--- src/rtl/mdio_pkg.sv ---
package mdio_pkg;
  localparam int FRAME_BITS = 64;
  localparam int PRE_BITS   = 32;
  localparam int DATA_START = 48;

  typedef enum logic [1:0] {S_HOLD, S_QUIET, S_READY} seq_st_e;
  typedef enum logic [1:0] {F_IDLE, F_WAIT, F_RUN}    frm_st_e;

  // read frames load ones in turnaround and data so the line is released there
  function automatic logic [FRAME_BITS-1:0] build_frame(
    input logic        wr,
    input logic [4:0]  phy,
    input logic [4:0]  rg,
    input logic [15:0] wd
  );
    return {{PRE_BITS{1'b1}}, 2'b01, (wr ? 2'b01 : 2'b10), phy, rg,
            (wr ? 2'b10 : 2'b11), (wr ? wd : 16'hFFFF)};
  endfunction
endpackage

--- src/rtl/mdio_mdc_gen.sv ---
module mdio_mdc_gen #(
  parameter int HALF_FAST = 25,
  parameter int HALF_SLOW = 250
) (
  input  logic clk_i,
  input  logic rst_ni,
  input  logic slow_i,
  output logic mdc_o,
  output logic rise_stb_o,
  output logic fall_stb_o
);
  localparam int HMAX = (HALF_SLOW > HALF_FAST) ? HALF_SLOW : HALF_FAST;
  localparam int CW   = $clog2(HMAX + 1);

  logic [CW-1:0] cnt_q, lim;
  logic          mdc_q, wrap;

  always_comb begin
    lim  = slow_i ? CW'(HALF_SLOW) : CW'(HALF_FAST);
    // >= keeps the divider sane if the rate changes mid-phase
    wrap = (cnt_q >= lim - CW'(1));
  end

  always_ff @(posedge clk_i or negedge rst_ni) begin
    if (!rst_ni) begin
      cnt_q <= '0;
      mdc_q <= 1'b0;
    end else if (wrap) begin
      cnt_q <= '0;
      mdc_q <= ~mdc_q;
    end else begin
      cnt_q <= cnt_q + CW'(1);
    end
  end

  assign mdc_o      = mdc_q;
  assign rise_stb_o = wrap & ~mdc_q;
  assign fall_stb_o = wrap &  mdc_q;
endmodule

--- src/rtl/mdio_rst_seq.sv ---
module mdio_rst_seq
  import mdio_pkg::*;
#(
  parameter int RST_LOG2  = 16,
  parameter int QUIET_MDC = 32
) (
  input  logic       clk_i,
  input  logic       rst_ni,
  input  logic       req_i,
  input  logic [1:0] len_sel_i,
  input  logic       rise_stb_i,
  output logic       phy_rst_no,
  output logic       ready_o
);
  localparam int CW = RST_LOG2 + 4;
  localparam int QW = $clog2(QUIET_MDC + 1);

  seq_st_e       st_q;
  logic [CW-1:0] cnt_q, lim;
  logic [1:0]    sel_q;
  logic [QW-1:0] qcnt_q;
  logic          rst_n_q;

  always_comb lim = (CW'(1) << (RST_LOG2 + 32'(sel_q))) - CW'(1);

  always_ff @(posedge clk_i or negedge rst_ni) begin
    if (!rst_ni) begin
      st_q    <= S_HOLD;
      cnt_q   <= '0;
      sel_q   <= '0;
      qcnt_q  <= '0;
      rst_n_q <= 1'b0;
    end else if (req_i) begin
      st_q    <= S_HOLD;
      cnt_q   <= '0;
      sel_q   <= len_sel_i;
      rst_n_q <= 1'b0;
    end else begin
      unique case (st_q)
        S_HOLD: begin
          if (cnt_q == lim) begin
            st_q    <= S_QUIET;
            rst_n_q <= 1'b1;
            qcnt_q  <= '0;
          end else begin
            cnt_q <= cnt_q + CW'(1);
          end
        end
        S_QUIET: begin
          if (rise_stb_i) begin
            if (qcnt_q == QW'(QUIET_MDC - 1)) st_q <= S_READY;
            else                               qcnt_q <= qcnt_q + QW'(1);
          end
        end
        default: ;
      endcase
    end
  end

  assign phy_rst_no = rst_n_q;
  assign ready_o    = (st_q == S_READY);
endmodule

--- src/rtl/mdio_frame_eng.sv ---
module mdio_frame_eng
  import mdio_pkg::*;
(
  input  logic        clk_i,
  input  logic        rst_ni,
  input  logic        en_i,
  input  logic        rise_stb_i,
  input  logic        fall_stb_i,
  input  logic        cmd_valid_i,
  input  logic        cmd_write_i,
  input  logic [4:0]  cmd_phy_i,
  input  logic [4:0]  cmd_reg_i,
  input  logic [15:0] cmd_wdata_i,
  output logic        cmd_ready_o,
  output logic        busy_o,
  output logic        done_o,
  output logic [15:0] rdata_o,
  input  logic        mdio_i,
  output logic        mdio_pd_o
);
  localparam int BCW = $clog2(FRAME_BITS);

  frm_st_e               st_q;
  logic [FRAME_BITS-1:0] sh_q;
  logic [BCW-1:0]        bcnt_q;
  logic                  wr_q, pd_q, done_q;
  logic [15:0]           rdata_q;

  always_ff @(posedge clk_i or negedge rst_ni) begin
    if (!rst_ni) begin
      st_q    <= F_IDLE;
      sh_q    <= '0;
      bcnt_q  <= '0;
      wr_q    <= 1'b0;
      pd_q    <= 1'b0;
      done_q  <= 1'b0;
      rdata_q <= '0;
    end else begin
      done_q <= 1'b0;
      if (!en_i) begin
        st_q <= F_IDLE;
        pd_q <= 1'b0;
      end else begin
        unique case (st_q)
          F_IDLE: if (cmd_valid_i) begin
            sh_q <= build_frame(cmd_write_i, cmd_phy_i, cmd_reg_i, cmd_wdata_i);
            wr_q <= cmd_write_i;
            st_q <= F_WAIT;
          end
          F_WAIT: if (fall_stb_i) begin
            pd_q   <= ~sh_q[FRAME_BITS-1];
            sh_q   <= {sh_q[FRAME_BITS-2:0], 1'b1};
            bcnt_q <= '0;
            st_q   <= F_RUN;
          end
          F_RUN: begin
            if (rise_stb_i && !wr_q && (bcnt_q >= BCW'(DATA_START)))
              rdata_q <= {rdata_q[14:0], mdio_i};
            if (fall_stb_i) begin
              if (bcnt_q == BCW'(FRAME_BITS - 1)) begin
                pd_q   <= 1'b0;
                st_q   <= F_IDLE;
                done_q <= 1'b1;
              end else begin
                pd_q   <= ~sh_q[FRAME_BITS-1];
                sh_q   <= {sh_q[FRAME_BITS-2:0], 1'b1};
                bcnt_q <= bcnt_q + BCW'(1);
              end
            end
          end
          default: st_q <= F_IDLE;
        endcase
      end
    end
  end

  assign cmd_ready_o = en_i && (st_q == F_IDLE);
  assign busy_o      = (st_q != F_IDLE);
  assign done_o      = done_q;
  assign rdata_o     = rdata_q;
  assign mdio_pd_o   = pd_q;
endmodule

--- src/rtl/mdio_rst_ctrl.sv ---
module mdio_rst_ctrl #(
  parameter int MDC_HALF_FAST = 25,
  parameter int MDC_HALF_SLOW = 250,
  parameter int RST_LOG2      = 16,
  parameter int QUIET_MDC     = 32
) (
  input  logic        clk_i,
  input  logic        rst_ni,
  input  logic        rst_req_i,
  input  logic [1:0]  rst_len_sel_i,
  input  logic        mdc_slow_i,
  input  logic        cmd_valid_i,
  output logic        cmd_ready_o,
  input  logic        cmd_write_i,
  input  logic [4:0]  cmd_phy_i,
  input  logic [4:0]  cmd_reg_i,
  input  logic [15:0] cmd_wdata_i,
  output logic        busy_o,
  output logic        done_o,
  output logic [15:0] rdata_o,
  output logic        phy_rst_no,
  output logic        mdc_o,
  input  logic        mdio_i,
  output logic        mdio_pd_o
);
  logic rise_stb, fall_stb, seq_ready;

  mdio_mdc_gen #(
    .HALF_FAST(MDC_HALF_FAST),
    .HALF_SLOW(MDC_HALF_SLOW)
  ) i_mdc_gen (
    .clk_i     (clk_i),
    .rst_ni    (rst_ni),
    .slow_i    (mdc_slow_i),
    .mdc_o     (mdc_o),
    .rise_stb_o(rise_stb),
    .fall_stb_o(fall_stb)
  );

  mdio_rst_seq #(
    .RST_LOG2 (RST_LOG2),
    .QUIET_MDC(QUIET_MDC)
  ) i_rst_seq (
    .clk_i     (clk_i),
    .rst_ni    (rst_ni),
    .req_i     (rst_req_i),
    .len_sel_i (rst_len_sel_i),
    .rise_stb_i(rise_stb),
    .phy_rst_no(phy_rst_no),
    .ready_o   (seq_ready)
  );

  mdio_frame_eng i_frame_eng (
    .clk_i      (clk_i),
    .rst_ni     (rst_ni),
    .en_i       (seq_ready),
    .rise_stb_i (rise_stb),
    .fall_stb_i (fall_stb),
    .cmd_valid_i(cmd_valid_i),
    .cmd_write_i(cmd_write_i),
    .cmd_phy_i  (cmd_phy_i),
    .cmd_reg_i  (cmd_reg_i),
    .cmd_wdata_i(cmd_wdata_i),
    .cmd_ready_o(cmd_ready_o),
    .busy_o     (busy_o),
    .done_o     (done_o),
    .rdata_o    (rdata_o),
    .mdio_i     (mdio_i),
    .mdio_pd_o  (mdio_pd_o)
  );
endmodule

--- config.mk ---
export PLATFORM = sky130hd
export DESIGN_NAME = mdio_rst_ctrl
export DESIGN_NICKNAME = d
export VERILOG_FILES = /design/src/rtl/mdio_pkg.sv /design/src/rtl/mdio_mdc_gen.sv /design/src/rtl/mdio_rst_seq.sv /design/src/rtl/mdio_frame_eng.sv /design/src/rtl/mdio_rst_ctrl.sv
export SDC_FILE = /design/constraint.sdc
export NUM_CORES = 1
export LEC_CHECK = 0
export BUFFER_PORTS_ARGS = -buffer_cell sky130_fd_sc_hd__buf_2
export CORE_ASPECT_RATIO = 1.4
export CORE_MARGIN = 2
export CORE_UTILIZATION = 25
export DETAILED_ROUTE_END_ITERATION = 7
export PLACE_DENSITY_LB_ADDON = 0.1
export SETUP_SLACK_MARGIN = 0.3
export SYNTH_ARGS = -nofsm -noshare
export SYNTH_HDL_FRONTEND = slang
export SYNTH_HIERARCHICAL = 1
export SYNTH_SLANG_ARGS = --single-unit
--- constraint.sdc ---
create_clock -name clk_i -period 7.4 [get_ports clk_i]
set_clock_uncertainty 0.15 [all_clocks]
set_input_delay 1.48 -clock clk_i [delete_from_list [all_inputs] [get_ports clk_i]]
set_output_delay 1.48 -clock clk_i [all_outputs]
set_load 0.01 [all_outputs]
; ---- Word level (Yosys, flattened, before mapping)
; Index checks and enable logic that the tools add are counted.
[totals]
mem_bits_rw = 0
latch_bits = 0
romBits = 0
mem_count = 0
ff_bits = 131
word_cells = 119
output_inout_bits = 22
inputBits = 35
[op_classes]
bitwise_logic = 5
magnitude_cmp = 2
n_eq_ne = 23
n_div = 0
n_reduce_logical = 23
addsub = 7
multipliers = 0
shifts = 1
mux = 44
[op_table]
columns = operator, count
row1 = 64-bit 2-to-1 mux, 4
row2 = 64-bit one-hot mux with 3 select lines, 1
row3 = 20-bit 2-to-1 mux, 3
row4 = 6-bit 2-to-1 mux, 6
row5 = "1-bit by 32-bit left shift with 20-bit output, first input constant", 1
row6 = 6-bit one-hot mux with 2 select lines, 2
row7 = "20-bit by 1-bit adder with 20-bit output, second input constant", 1
row8 = 20-bit equality test, 1
row9 = 2-bit 2-to-1 mux, 10
row10 = "20-bit by 2-bit subtractor with 20-bit output, second input constant", 1
row11 = 16-bit 2-to-1 mux, 1
row12 = 8-bit 2-to-1 mux, 2
row13 = "3-bit != test, second input constant", 5
row14 = "6-bit by 1-bit adder with 6-bit output, second input constant", 2
row15 = 1-bit 2-to-1 mux, 12
row16 = "2-bit != test, second input constant", 6
row17 = 5-bit AND reduction, 2
row18 = 2-bit nonzero test, 5
row19 = "3-bit by 2-bit != test with 1-bit output, second input constant", 3
row20 = 3-bit AND reduction, 3
row21 = "8-bit by 1-bit adder with 8-bit output, second input constant", 1
row22 = 8-bit greater-or-equal comparator, 1
row23 = 4-bit AND reduction, 2
row24 = "8-bit by 1-bit subtractor with 8-bit output, second input constant", 1
row25 = 18 further kinds, 29

; ---- Longest topological paths before layout
[logic_depth]
word_depth = 7
depth_mapped = 11
depth_no_buf = 10

; ---- Modules after synthesis
; The synthesis kept the hierarchy.
[modules_own_cells]
columns = mod, cells_per_inst, area_each_um2, instances, seq_area_each_um2
row1 = mdio_frame_eng, 336, 4424.2, 1, 2277.2
row2 = mdio_rst_seq, 186, 1783.0, 1, 775.7
row3 = mdio_mdc_gen, 52, 538.0, 1, 225.2

; ---- Worst setup path after synthesis
; No wires, ideal clock.
[synth_timing]
path_kind = input to register
startpoint = input mdc_slow_i
endpoint = register i_frame_eng.rdata_q[10] (netlist: i_frame_eng/rdata_o[10])
setup_slack_ps = 3442
required_time_ps = 7125
t_arrival_ps = 3683
setup_ps = 125
cell_stages = 9
path_buffers = 1
path_cell_list = inv_1 ha_1 nand3_1 or3_2 a21oi_1 nand4b_1 nor2_1 buf_4 mux2_2
[synth_via]
elab_chain_len = 7
[synth_rtl]
columns = item, line
row1 = from (decl), mdio_rst_ctrl.sv:11  ; input logic mdc_slow_i,
row2 = 8-bit 2-to-1 mux, mdio_mdc_gen.sv:19  ; lim = slow_i ? CW'(HALF_SLOW) : CW'(HALF_FAST);
row3 = 8-bit by 1-bit subtractor with 8-bit output, mdio_mdc_gen.sv:21  ; wrap = (cnt_q >= lim - CW'(1));
row4 = 8-bit greater-or-equal comparator, mdio_mdc_gen.sv:21
row5 = 1-bit AND, mdio_mdc_gen.sv:37  ; assign rise_stb_o = wrap & ~mdc_q;
row6 = named net rise_stb, mdio_rst_ctrl.sv:26  ; logic rise_stb, fall_stb, seq_ready;
row7 = 1-bit logical AND (2 in a row), mdio_frame_eng.sv:57  ; if (rise_stb_i && !wr_q && (bcnt_q >= BCW'(DATA_START)))
row8 = 3-bit AND reduction (no line), --
row9 = to (signal assigned), mdio_frame_eng.sv:58  ; rdata_q <= {rdata_q[14:0], mdio_i};
row10 = to (decl), mdio_frame_eng.sv:27  ; logic [15:0] rdata_q;
; The timed path passes the listed nets, and every way through them passes these cells.
; A chain may end at the register's enable or synchronous reset.

; ---- Worst setup path in the final report
[layout_timing]
startpoint = input mdc_slow_i
endpoint = register i_frame_eng.sh_q[29]
[layout_via]
elab_chain_len = 6
word_cells_on_any_way = 7
classes_between = add/sub: 1 / order compare: 1 / eq/ne: 2 / mux: 1 / bitwise: 1 / reduce/logical: 1
[layout_rtl]
columns = item, line
row1 = 8-bit 2-to-1 mux *, mdio_mdc_gen.sv:19
row2 = 8-bit by 1-bit subtractor with 8-bit output *, mdio_mdc_gen.sv:21
row3 = 8-bit greater-or-equal comparator *, mdio_mdc_gen.sv:21
row4 = 1-bit AND *, mdio_mdc_gen.sv:38  ; assign fall_stb_o = wrap & mdc_q;
row5 = named net fall_stb, mdio_rst_ctrl.sv:26
row6 = 2-bit != test (no line), --
row7 = 6-bit AND reduction (no line) *, --
row8 = to (signal assigned), mdio_frame_eng.sv:46  ; sh_q <= build_frame(cmd_write_i, cmd_phy_i, cmd_reg_i, cmd_wdata_i);
row9 = to (signal assigned), mdio_frame_eng.sv:52  ; sh_q <= {sh_q[FRAME_BITS-2:0], 1'b1};
row10 = to (signal assigned), mdio_frame_eng.sv:66  ; sh_q <= {sh_q[FRAME_BITS-2:0], 1'b1};
row11 = to (decl), mdio_frame_eng.sv:24  ; logic [FRAME_BITS-1:0] sh_q;
; Mark *: on every way through the listed nets, which the timed path passes. The rest lies on a longest branch.

==> results.md <==
- The run finished with clean final reports.
- The post-placement cell area is 7290 um2.
- The maximum buffer depth of the clock tree is 2.
- The residual DRC count is 0.
- The startpoint identified for the worst register-to-register timing path is i_mdc_gen/cnt_q[7].
- In this run, synthesis produced a sequential element count of 131.
- Clock latency on the worst-skew pair, taken at its later pin, is 410 ps.
- For this run, the top clock speed supported by timing is 225 MHz.
- The placer congestion estimate is 0.715.
- Measured along the y axis, the die boundary spans 198 um.
- The area of all placed cells without fillers is 7900 um2.
- The number of I/O pins is 57.
- The startpoint identified for the worst hold timing path is i_frame_eng/sh_q[36].
- The library cells used most frequently in the layout, excluding fill and tap cells, are dfrtp_1, buf_2, mux2_4, nand2b_1, mux2_2.
- The maximum net fanout on the critical path is 42.
- The overall global routing resource usage is 0.107.
- VDD sags by at most 0.148 mV.
- Data on the critical path arrives at its endpoint at 4580 ps.
- Clock-pin slew was measured on the worst setup and hold paths at 60 ps.
- The required time at the endpoint of the critical path is 7540 ps.
- The critical path is of the in2reg type.
- The number of clock sinks is 131.
- The final global-route overflow total is 0.
- The kind of path behind the tightest hold check is reg2reg.
- The worst flop-to-flop path endpoint is i_frame_eng/sh_q[29].
- The post-synthesis instance area is 6750 um2.
- The total length of routed wires is 14.1 mm.
- The number of antenna repair diodes is 0.
- The die covers 28300 um2.
- Counting the fill cells in the layout gives 2777.
- Each instance of the synthesized netlist takes up on average 11.8 um2.
- The shortest clock period the worst path allows after layout is 4440 ps.
- Once the clock tree was built, the setup fixing pass inserted 0 buffers.
- The H-tree depth is 4.
- The final net count is 671.
- The final HPWL from detailed placement is 9.00 mm.
- The initial utilization of the core area, before any placement, comes to 0.252.
- Dividing the detail-routed via count by the number of cells gives 4.40.
- The number of distinct library cell variants in the gate-level netlist after synthesis is 64.
- The synthesized net count is 621.
- Once detail routing completed, the nets flagged for antenna violations numbered 0.
- The power density over the cells is 223 nW/um2.
- The die is 143 um wide.
- The number of global-route vias before repair is 4778.
- The slack of the worst reg-to-reg path is 3790 ps.
- The static leakage is 0.00346 uW.
- The total negative slack is 0 ps.
- The part of the Yosys area used for sequential elements is 0.486.
- The critical path goes through buf_2, inv_1, ha_1, nand3_1, nor4b_1, or2_2, o21ai_0, o31ai_1, and4_4, buf_4, mux2_4.
- The number of buffers inserted by port buffering is 56.
- The pre-CTS setup slack is 2520 ps.
- The number of hold-repair buffers added at the cts stage is 0.
- The max-slew violation count was 0.
- The first global-routing pass estimated 24.2 mm of wire.
- The starting DRC count in detailed routing is 194.
- The biggest cell delay along the critical path is 770 ps.
- Counting cells, the worst reg-to-reg path comes to 9.
- Once routing completed, OpenROAD measured the worst setup slack at 2960 ps.
- For the pin with the worst max-slew slack, the measured transition is 1290 ps.
- The cell family contributing the most delay on the critical path is simple AND/OR/NAND/NOR gates.
- The path with the worst hold slack has its endpoint at i_frame_eng/sh_q[36].
- Of all flip-flops after synthesis, the portion carrying an async set or reset was 1.00.
- The total number of yosys warnings is 6.
- The proportion of layout cells with a drive suffix above 1 is 0.316.
- Entering global routing, the biggest net connects 68 pins.
- The final route contains 4410 vias.
- TritonCTS built the clock tree.
- Relative to the synthesized area, the layout overhead comes to 17.0%.
- STA classifies the critical path endpoint as a flop.
- The row count is 71.
- Setup repair after global routing left no endpoint under its margin.
- Across all hold checks on the routed design, the worst slack comes to 350 ps.
- The buffer type at the clock tree root is clkbuf_16.
- The finished layout holds 1002 standard cells, fillers aside.
- STA classifies the critical path startpoint as an input port.
- The library cell used most frequently in the layout, excluding fill and tap cells, is dfrtp_1.
- The number of endpoints with negative hold slack in the final report came to 0.
- The flip-flop cell with the highest count after synthesis is dfrtp_1.
- In the final routed layout, each cell accounts on average for 14.0 um.
- Of the available clock period, the critical path in the final layout requires 0.600.
- For this run, the detailed router's first-pass iteration total came to 4.
- Across the run, the number of max-cap violations was 0.
- The placeable core region is 26700 um2.
- The number of placed instances, taps included, is 970.
- The hold-critical path depth is 1.
- On the critical path, the stage with the largest delay is an instance of and4_4.
- The number of enable flip-flop cells after synthesis is 0.
- Counting both buffers and inverters, the worst setup path holds a total of 3.
- The number of gates given a new drive strength after cts is 0.
- The gate count after technology mapping is 574.
- The number of antenna violations at the first check in global routing was 0.
- The max-slew headroom at the worst pin is 0.136.
- The number of CTS-inserted buffers is 17.
- The count of endpoints failing setup in the final report is 0.
## Yosys cell counts, drive strengths merged, types with 2 or more instances
cell    count  area, um2
a31o        3       26.3
mux2       84       1120
ha         12        150
and3        7       45.1
o221ai      2       17.5
o21ai      22        110
nand2      30        115
nor4bb      2       20.0
nand2b     41        257
xnor2       3       26.3
or4         2       15.0
nor3       11       65.1
o31ai       5       42.5
mux2i      18        180
and2        3       18.8
xor2        3       26.3
a211oi      8       65.1
inv        23       86.3
nand4      12       75.1
a21oi      19       95.1
buf        14        169
nand3      14       85.1
nor2       26       97.6
o22ai      13       81.3
dfrtp     131       3280
or3        13       98.8
nand4b      3       26.3
a31oi       3       18.8
clkbuf     14       53.8
and4        3       28.8
nor2b       8       50.1
nor4b       5       43.8
or2         2       12.5
a21o        2       15.0
## routing by layer
metal,global-route usage,routed length [um],up-vias
met5,0,0,-
met4,0.0356,176,0
met3,0.0249,332,10
met2,0.188,7270,46
met1,0.128,6280,2202
li1,-,-,2152
## worst register-to-register path, delay by kind of cell (launching register included)
| family | cells | cell delay (ps) |
|---|---|---|
| AND/OR/NAND/NOR | 4 | 1450 |
| flip-flops | 1 | 400 |
| multiplexers | 1 | 350 |
| buffers and inverters | 1 | 530 |
| AO/OA/AOI/OAI | 2 | 250 |
| adder cells (fa/ha/maj) | 1 | 360 |
## metrics by stage
| step | total power [uW] | utilization |
|---|---|---|
| final | 1760 | 0.295 |
| after global routing | 1850 | 0.295 |
| after global placement | 909 | 0.273 |
| after CTS | 1800 | 0.295 |
| after floorplan | 858 | - |
| after detailed placement | 914 | 0.273 |
## where the power goes
| group | switching, uW | total (uW) | internal [uW] |
|---|---|---|---|
| clock | 323 | 862 | 539 |
| combinational | 73.7 | 130 | 55.9 |
| sequential | 28.3 | 770 | 741 |
## state kept, by name, indices dropped and copies added, names as in the netlist
signal and flops:
i_rst_seq/sel_q 2, i_rst_seq/phy_rst_no 1, i_mdc_gen/mdc_o 1, i_frame_eng/st_q 2, i_frame_eng/bcnt_q 6, i_rst_seq/st_q 2, i_frame_eng/done_o 1, i_frame_eng/sh_q 64
i_frame_eng/wr_q 1, i_frame_eng/mdio_pd_o 1, i_mdc_gen/cnt_q 8, i_frame_eng/rdata_o 16, i_rst_seq/cnt_q 20, i_rst_seq/qcnt_q 6
## cells by family (layout without fill, tap and decap cells)
logic type / Yosys count / after routing / synth area share
mux: 102 / 102 / 0.193
simple gates: 187 / 187 / 0.162
buf+inv: 51 / 114 / 0.0458
xor+xnor: 6 / 6 / 0.00779
fa+ha+maj: 12 / 12 / 0.0223
compound gates: 85 / 85 / 0.0831
flops: 131 / 131 / 0.486
## area by class of cell
type / count / area [um2] / share of cell area
clock buffer: 20 / 447 / 0.0566
clock inverter: 12 / 158 / 0.0200
inverter: 23 / 86.3 / 0.0109
multi-input combinational: 392 / 3160 / 0.400
sequential: 131 / 3280 / 0.415
tap: 365 / 457 / 0.0578
timing repair buffer: 59 / 309 / 0.0391
## worst max path at each step
stage	slack [ps]	endpoint	from	depth (start not counted)
after floorplan	3440	i_frame_eng/rdata_o[10]	mdc_slow_i	9
after CTS	2950	i_frame_eng/sh_q[29]	mdc_slow_i	11
after global routing	2740	i_frame_eng/sh_q[29]	mdc_slow_i	11
final	2960	i_frame_eng/sh_q[29]	mdc_slow_i	11
after global placement	2550	i_frame_eng/sh_q[26]	mdc_slow_i	11
after detailed placement	2520	i_frame_eng/sh_q[30]	mdc_slow_i	11
Note: power is estimated with default switching activity, not from simulation.
